<file path="src/rtl/servo_pkg.sv">
package servo_pkg;

  typedef enum logic [1:0] {
    ST_BAL = 2'b00,
    ST_UP  = 2'b01,
    ST_DN  = 2'b10
  } servo_st_e;

  // Thresholds in quarter-step units, for the positive-going comparator.
  localparam int SET_Q = 2;   // set when error exceeds half a step
  localparam int REL_Q = 1;   // held while error is at least a quarter step

  // Hysteretic window decision on a sign-normalised error.
  function automatic logic window_req(input logic signed [31:0] e,
                                      input logic held);
    return (e > SET_Q) || (held && (e >= REL_Q));
  endfunction

  // Combine two requests; a conflict resolves to hold.
  function automatic logic [1:0] resolve_dir(input logic up, input logic dn);
    if (up && dn) return 2'b00;
    return {dn, up};
  endfunction

endpackage

</file>
<file path="src/rtl/servo_window.sv">
module servo_window #(
  parameter int ERR_W = 16,
  parameter bit DOWN  = 1'b0
) (
  input  logic [ERR_W-1:0] err,
  input  logic             held,
  output logic             req
);
  import servo_pkg::*;

  logic signed [ERR_W:0] e_ext;
  logic signed [31:0]    e_wide;

  generate
    if (DOWN) begin : g_neg
      assign e_ext = -$signed({err[ERR_W-1], err});
    end else begin : g_pos
      assign e_ext = $signed({err[ERR_W-1], err});
    end
  endgenerate

  assign e_wide = {{(31-ERR_W){e_ext[ERR_W]}}, e_ext};
  assign req    = window_req(e_wide, held);

endmodule

</file>
<file path="src/rtl/servo_dir_reg.sv">
module servo_dir_reg (
  input  logic clk,
  input  logic rst,
  input  logic en,
  input  logic req_up,
  input  logic req_dn,
  output logic up_f,
  output logic dn_f
);
  import servo_pkg::*;

  logic [1:0] dir_next;
  logic       conflict;

  assign conflict = req_up && req_dn;
  assign dir_next = en ? resolve_dir(req_up, req_dn) : 2'b00;

  always_ff @(posedge clk) begin
    if (rst) begin
      up_f <= 1'b0;
      dn_f <= 1'b0;
    end else begin
      up_f <= dir_next[0];
      dn_f <= dir_next[1];
    end
  end

endmodule

</file>
<file path="src/rtl/servo_sat_counter.sv">
module servo_sat_counter #(
  parameter int CODE_W = 8
) (
  input  logic              clk,
  input  logic              rst,
  input  logic              load,
  input  logic [CODE_W-1:0] load_val,
  input  logic              inc,
  input  logic              dec,
  output logic [CODE_W-1:0] code
);
  localparam logic [CODE_W-1:0] CODE_MAX = {CODE_W{1'b1}};
  localparam logic [CODE_W-1:0] CODE_MIN = '0;

  function automatic logic [CODE_W-1:0] step_code(input logic [CODE_W-1:0] c,
                                                  input logic up,
                                                  input logic dn);
    if (up && !dn) return (c == CODE_MAX) ? c : c + 1'b1;
    if (dn && !up) return (c == CODE_MIN) ? c : c - 1'b1;
    return c;
  endfunction

  logic at_top, at_floor;
  assign at_top   = (code == CODE_MAX);
  assign at_floor = (code == CODE_MIN);

  always_ff @(posedge clk) begin
    if (rst)       code <= '0;
    else if (load) code <= load_val;
    else           code <= step_code(code, inc, dec);
  end

endmodule

</file>
<file path="src/rtl/servo_tracker.sv">
module servo_tracker #(
  parameter int CODE_W = 8,
  parameter int ERR_W  = 16
) (
  input  logic              clk,
  input  logic              rst,
  input  logic              en,
  input  logic              preset_load,
  input  logic [CODE_W-1:0] preset_val,
  input  logic [ERR_W-1:0]  err_q,
  output logic [CODE_W-1:0] code,
  output logic [1:0]        status
);
  import servo_pkg::*;

  logic [1:0] req_v;
  logic [1:0] held_v;
  logic       up_f, dn_f;
  logic       load_en;

  assign held_v  = {dn_f, up_f};
  assign load_en = preset_load && !en;

  generate
    for (genvar g = 0; g < 2; g++) begin : g_win
      servo_window #(.ERR_W(ERR_W), .DOWN(g == 1)) u_win (
        .err  (err_q),
        .held (held_v[g]),
        .req  (req_v[g])
      );
    end
  endgenerate

  servo_dir_reg u_dir (
    .clk    (clk),
    .rst    (rst),
    .en     (en),
    .req_up (req_v[0]),
    .req_dn (req_v[1]),
    .up_f   (up_f),
    .dn_f   (dn_f)
  );

  servo_sat_counter #(.CODE_W(CODE_W)) u_cnt (
    .clk      (clk),
    .rst      (rst),
    .load     (load_en),
    .load_val (preset_val),
    .inc      (up_f),
    .dec      (dn_f),
    .code     (code)
  );

  always_comb begin
    if (up_f && !dn_f)      status = ST_UP;
    else if (dn_f && !up_f) status = ST_DN;
    else                    status = ST_BAL;
  end

endmodule

</file>
<file path="config.mk">
export PLATFORM = sky130hd
export DESIGN_NAME = servo_tracker
export DESIGN_NICKNAME = d
export VERILOG_FILES = /design/src/rtl/servo_pkg.sv /design/src/rtl/servo_window.sv /design/src/rtl/servo_dir_reg.sv /design/src/rtl/servo_sat_counter.sv /design/src/rtl/servo_tracker.sv
export SDC_FILE = /design/constraint.sdc
export NUM_CORES = 1
export LEC_CHECK = 0
export BUFFER_PORTS_ARGS = -buffer_cell sky130_fd_sc_hd__buf_2
export CAP_MARGIN = 30
export CORE_ASPECT_RATIO = 1.2
export CORE_MARGIN = 1
export CORE_UTILIZATION = 51
export DETAILED_ROUTE_END_ITERATION = 8
export HOLD_SLACK_MARGIN = 0.02
export PLACE_DENSITY = 0.87
export SETUP_SLACK_MARGIN = 0.5
export SYNTH_ARGS = -nofsm -noshare
export SYNTH_HDL_FRONTEND = slang
export SYNTH_SLANG_ARGS = --single-unit
export TNS_END_PERCENT = 5
</file>
<file path="constraint.sdc">
create_clock -name clk -period 3.2 [get_ports clk]
set_input_delay 0.64 -clock clk [delete_from_list [all_inputs] [get_ports clk]]
set_output_delay 0.64 -clock clk [all_outputs]
set_load 0.01 [all_outputs]
</file>
After elaboration in Yosys (flattened, before gate mapping):

Cells that the tools add are included.

* $add $sub $neg: 3
* magnitude comparators: 4
* equality and inequality tests: 2
* multiplexer cells: 19
* bitwise operators: 1
* reductions and logical operators: 15

Operators with widths (count)
* $mux W8: 7
* $ge A17 B2 Y1 const B: 1
* $gt A17 B3 Y1 const B: 1
* $neg A16 Y17: 1
* $ge A16 B2 Y1 const B: 1
* $gt A16 B3 Y1 const B: 1
* $add A8 B1 Y8 const B: 1
* $eq A8 B8 Y1 const B: 1
* $logic_not A8 Y1: 1
* $mux W1: 8
* $mux W2: 4
* $sub A8 B1 Y8 const B: 1
* $logic_and A1 B1 Y1: 6
* $ne A4 B4 Y1 const B: 1
* $logic_not A1 Y1: 3
* $reduce_bool A3 Y1: 1
* $logic_or A1 B1 Y1: 2
* $reduce_and A2 Y1: 1
* $reduce_or A2 Y1: 1
* $not A1 Y1: 1

* flip-flop bits (word level): 10
* bits of input ports: 28
* output and inout port bits: 10
* logic and storage cells: 47

Longest topological paths before layout:

* word-level depth: 11
* depth in mapped cells: 9
* depth with buffers taken out: 8

Modules after synthesis:

A second synthesis with hierarchy kept.

* cell total of the unflattened synthesis: 163
* area total of the unflattened synthesis: 1258.7 µm²

By module, submodules not included
* servo_sat_counter: times used 1, cells an instance 109, area each 807.0 µm², sequential area each 160.2 µm²
* servo_window at g_win[1].u_win: times used 1, cells an instance 41, area each 317.8 µm², sequential area each 0.0 µm²
* servo_dir_reg: times used 1, cells an instance 4, area each 65.1 µm², sequential area each 40.0 µm²
* servo_window at g_win[0].u_win: times used 1, cells an instance 6, area each 47.5 µm², sequential area each 0.0 µm²
* servo_tracker: times used 1, cells an instance 3, area each 21.3 µm², sequential area each 0.0 µm²

Worst setup path before layout:

Ideal clock, no wire load.

* path kind: input -> register
* from: in err_q[6]
* to: reg u_dir.dn_f
* setup time: 0.116 ns
* arrival time: 2.379 ns
* data required time: 3.084 ns
* path slack: 0.705 ns
* stages on the path: 7
* path buffers: 1
* cells stage by stage: or4_1 -> clkbuf_1 -> or3_1 -> nor4b_1 -> a2bb2oi_1 -> nand4_1 -> and3_1

* longest elaborated chain between the ends: 7
* elaborated cells between the ends (all ways): 12
* classes of those cells: add/sub (1); order compare (4); mux (2); reduce/logical (5)

Ends and longest elaborated chain
* start, declared: RTL line servo_tracker.sv:10 `input logic [ERR_W-1:0] err_q,`
* $neg A16 Y17: RTL line servo_window.sv:16 `assign e_ext = -$signed({err[ERR_W-1], err});`
* $ge A17 B2 Y1: RTL line servo_pkg.sv:16 `return (e > SET_Q) || (held && (e >= REL_Q));`
* $logic_and A1 B1 Y1: RTL line servo_pkg.sv:16
* $logic_or A1 B1 Y1: RTL line servo_pkg.sv:16
* $logic_and A1 B1 Y1: RTL line servo_pkg.sv:21 `if (up && dn) return 2'b00;`
* $mux W1: RTL line servo_pkg.sv:21
* $mux W2 *: RTL line servo_pkg.sv:22 `return {dn, up};`
* end signal, assigned: RTL line servo_dir_reg.sv:24 `dn_f <= dir_next[1];`
* end, declared: RTL line servo_dir_reg.sv:8 `output logic dn_f`

Every way passes the cells marked *; elsewhere a longest branch is shown, timed or not.
A chain may end at the register's enable or synchronous reset.

Worst setup path in the final report:

* from: reg u_cnt.code[2]
* to: reg u_cnt.code[0]

* longest elaborated chain between the ends: 7
* elaborated cells between the ends (all ways): 10
* classes of those cells: eq/ne (2); mux (6); reduce/logical (2)

Ends and longest elaborated chain
* start, declared: RTL line servo_sat_counter.sv:10 `output logic [CODE_W-1:0] code`
* start signal, assigned: RTL line servo_sat_counter.sv:29 `else if (load) code <= load_val;`
* start signal, assigned: RTL line servo_sat_counter.sv:30 `else code <= step_code(code, inc, dec);`
* $eq A8 B8 Y1: RTL line servo_sat_counter.sv:18 `if (up && !dn) return (c == CODE_MAX) ? c : c + 1'b1;`
* $mux W8 (2 in series): RTL line servo_sat_counter.sv:18
* $mux W8: RTL line servo_sat_counter.sv:19 `if (dn && !up) return (c == CODE_MIN) ? c : c - 1'b1;`
* $mux W8: RTL line servo_sat_counter.sv:20 `return c;`
* $mux W8: RTL line servo_sat_counter.sv:19
* $mux W8: RTL line servo_sat_counter.sv:29

Several ways; a longest one is shown, not always the timed one. The select of a mux whose other input is x is not followed.

==> out/metrics.cfg <==
[power_and_ir_drop]
power_density_mw_per_mm2=255
pwr-share-seq=0.408
clkPwrFrac=0.249
p_int_mw=0.234
leakagePower_nw=0.565
ir_worst_vdd_v=0.000189
p_switching_mw=0.129
power_mw=0.363
power_frac_comb=0.343
switching_share=0.356

[clocking]
cts-root-buf=clkbuf_4
clk_path_buf_depth=2
clkTransAtPathRegs_ns=0.07
hold_buffers=0
clock_sinks=10
cts_setup_buffers=0
h-tree-depth=1
insertion_delay_ns=0.28
cts_made_buffers=3
cts.repair.resized=0
tritoncts=done

[timing]
max_freq_mhz=405
period_share=0.772
finalMaxSlewViolations=0
post-route-min-period_ns=2.47
whs_ns=0.585
skew_ns=0.00799
max_slew_margin=0.587
worstMarginPinSlew_ns=0.619
worst_slack_ns=0.731
setup_violations=0
grt_setup_unrepaired=false
final.setup.tns_ns=0
timing_hold_violations_final=0

[worst_setup_path]
cp_max_fo=13
crit_chain=or4_4 -> or4b_4 -> a21oi_4 -> nor2_1 -> xnor2_1 -> a211oi_1
max_stage_delay_ns=0.59
worst_setup_path_start_kind=register
r2r_cells=6
worstSetupEndpoint=u_cnt.code[0]
crit_cells=6
r2r-end=u_cnt.code[0]
crit_required_ns=3.39
r2r_slack_ns=0.73
worstSetupEndpointType=register
cp_slowest_cell=or4_4
arrival_ns=2.66
rr_startpoint=u_cnt.code[2]
crit_family=simple AND/OR/NAND/NOR gates
path_class=reg -> reg
startpoint=u_cnt.code[2]
crit_buf_inv=0

[synth]
synth-seq-area-share=0.166
yosys.cell_types.count=51
synth_seq_cells=10
yosysWarnings=0
async_flop_share=0
yosys.area.top_type=dfxtp_1
syn-cell-area_mm2=0.00121
synth-edff-count=0
syn_area_per_cell_um2=7.70
netlist_instances=157
yosysMostFrequentCell=nor2_1
synth_top_area_frac=0.166
synthTopCellsByArea=dfxtp_1 17%, ha_1 8.3%, a311oi_2 5.0%
syn_nets=193
synth.top_cells.by_count=16 x nor2_1, 10 x dfxtp_1, 9 x nand2_1
synth_ff_type=dfxtp_1

[placement]
dp_hpwl_um=2390
port_buffers=37
placed_area_mm2=0.00140
pre_cts_ws_ns=0.453
placedCellCount=219
routabilityCongestion=0.929

[floorplan]
core_area_mm2=0.00214
start_util=0.565
die_h_um=55.3
fp-row-count=18
io_pins=38
die_x_um=46.4
dieArea_mm2=0.00257

[global_route]
gr-total-overflow=0
grt_max_degree=14
gr-usage-all-layers=0.277
grt_pass1_vias=1381
grt_antenna_before_repair=0
grt_pass1_wl_um=5480

[cells_and_area]
antenna_cells=0
post-route-util=0.665
nets=230
syn_to_final_growth_pct=17.8
fill_cells=193
layout.cells.non_filler=222
drive_above_1_share=0.276
finalInstanceArea_mm2=0.00142

[routing]
wl_um=3090
vias=1393
firstDrtPassIters=4
drc=0
postRouteAntennaNets=0
vias_per_cell=6.27
avgRoutedWirePerCell_um=13.9
drtIter0Drc=33

[worst_hold_path]
holdCritPathClass=in -> reg

[status]
status=complete, no violations

[run]
maxCapViolCount=0

[routing by layer]
layer | GRT usage | share of wire | vias up
li1 | - | - | 681
met1 | 0.278 | 0.39 | 658
met2 | 0.514 | 0.55 | 47
met3 | 0.0392 | 0.049 | 7
met4 | 0.126 | 0.018 | 0
met5 | 0 | 0 | -
[area by class of cell]
| type | instances | area (um^2) | share of cell area |
|---|---|---|---|
| inverters | 7 | 26.3 | 0.0185 |
| well taps | 30 | 37.5 | 0.0264 |
| clock buffers | 3 | 22.5 | 0.0158 |
| flip-flops and latches | 10 | 200 | 0.141 |
| repair buffers | 38 | 193 | 0.135 |
| multi-input cells | 134 | 945 | 0.663 |
[layout by cell type (no fill, tap or decap), types with 2 or more instances in the layout]
cell      instances
buf_2            37
a211oi_1          3
nor2b_1           2
nor3_1            8
or2_2             2
nand3b_1          2
a21o_1            2
a41oi_1           2
a31oi_1           2
nor4_1            6
clkbuf_4          3
or3_1             5
nand4_1           3
xnor2_1           3
o21ai_0           4
o21ai_1           4
inv_1             5
nor4b_1           3
and3_1            4
nand3_1           3
a32oi_1           2
a311oi_2          4
or4_1             2
ha_1              8
mux2i_1           3
nor3b_1           4
nand2b_1          5
a21oi_1           4
nor2_1           16
o211ai_1          2
nand2_1           9
dfxtp_1          10
[power by group through the flow]
| stage | logic [mW] | clock network, mW | registers [mW] |
|---|---|---|---|
| after floorplan | 0.0781 | 0 | 0.149 |
| after global placement | 0.118 | 0 | 0.149 |
| after detailed placement | 0.124 | 0 | 0.150 |
| after CTS | 0.124 | 0.0929 | 0.148 |
| after global routing | 0.139 | 0.0985 | 0.149 |
| final | 0.124 | 0.0904 | 0.148 |
[tightest hold or removal path: cells and delay by family]
| family | cells | cell delay (ns) |
|---|---|---|
| AND/OR/NAND/NOR | 2 | 0.12 |
| buffers and inverters | 1 | 0.08 |
[logic make-up after synthesis]
family / Yosys count / synth area share
AND/OR/NAND/NOR: 78 / 0.370
flip-flops: 10 / 0.166
adder cells (fa/ha/maj): 8 / 0.0828
multiplexers: 3 / 0.0248
XOR/XNOR: 3 / 0.0217
buffers and inverters: 13 / 0.0528
AO/OA/AOI/OAI: 42 / 0.283
[how the worst min path moves through the flow]
| stage | from | to | cells after the start |
|---|---|---|---|
| 3_3_place_gp | u_cnt.code[4] | u_cnt.code[4] | 2 |
| 5_1_grt | preset_val[7] | u_cnt.code[7] | 3 |
| 4_1_cts | preset_val[7] | u_cnt.code[7] | 3 |
| 6_report | preset_val[7] | u_cnt.code[7] | 3 |
| 2_1_floorplan | u_cnt.code[4] | u_cnt.code[4] | 2 |
| 3_5_place_dp | u_cnt.code[4] | u_cnt.code[4] | 2 |
[flip-flops by register name, summed over array words and instances (netlist names)]
register and count:
u_cnt.code 8, u_dir.up_f 1, u_dir.dn_f 1
(Power assumes the default switching activity.)
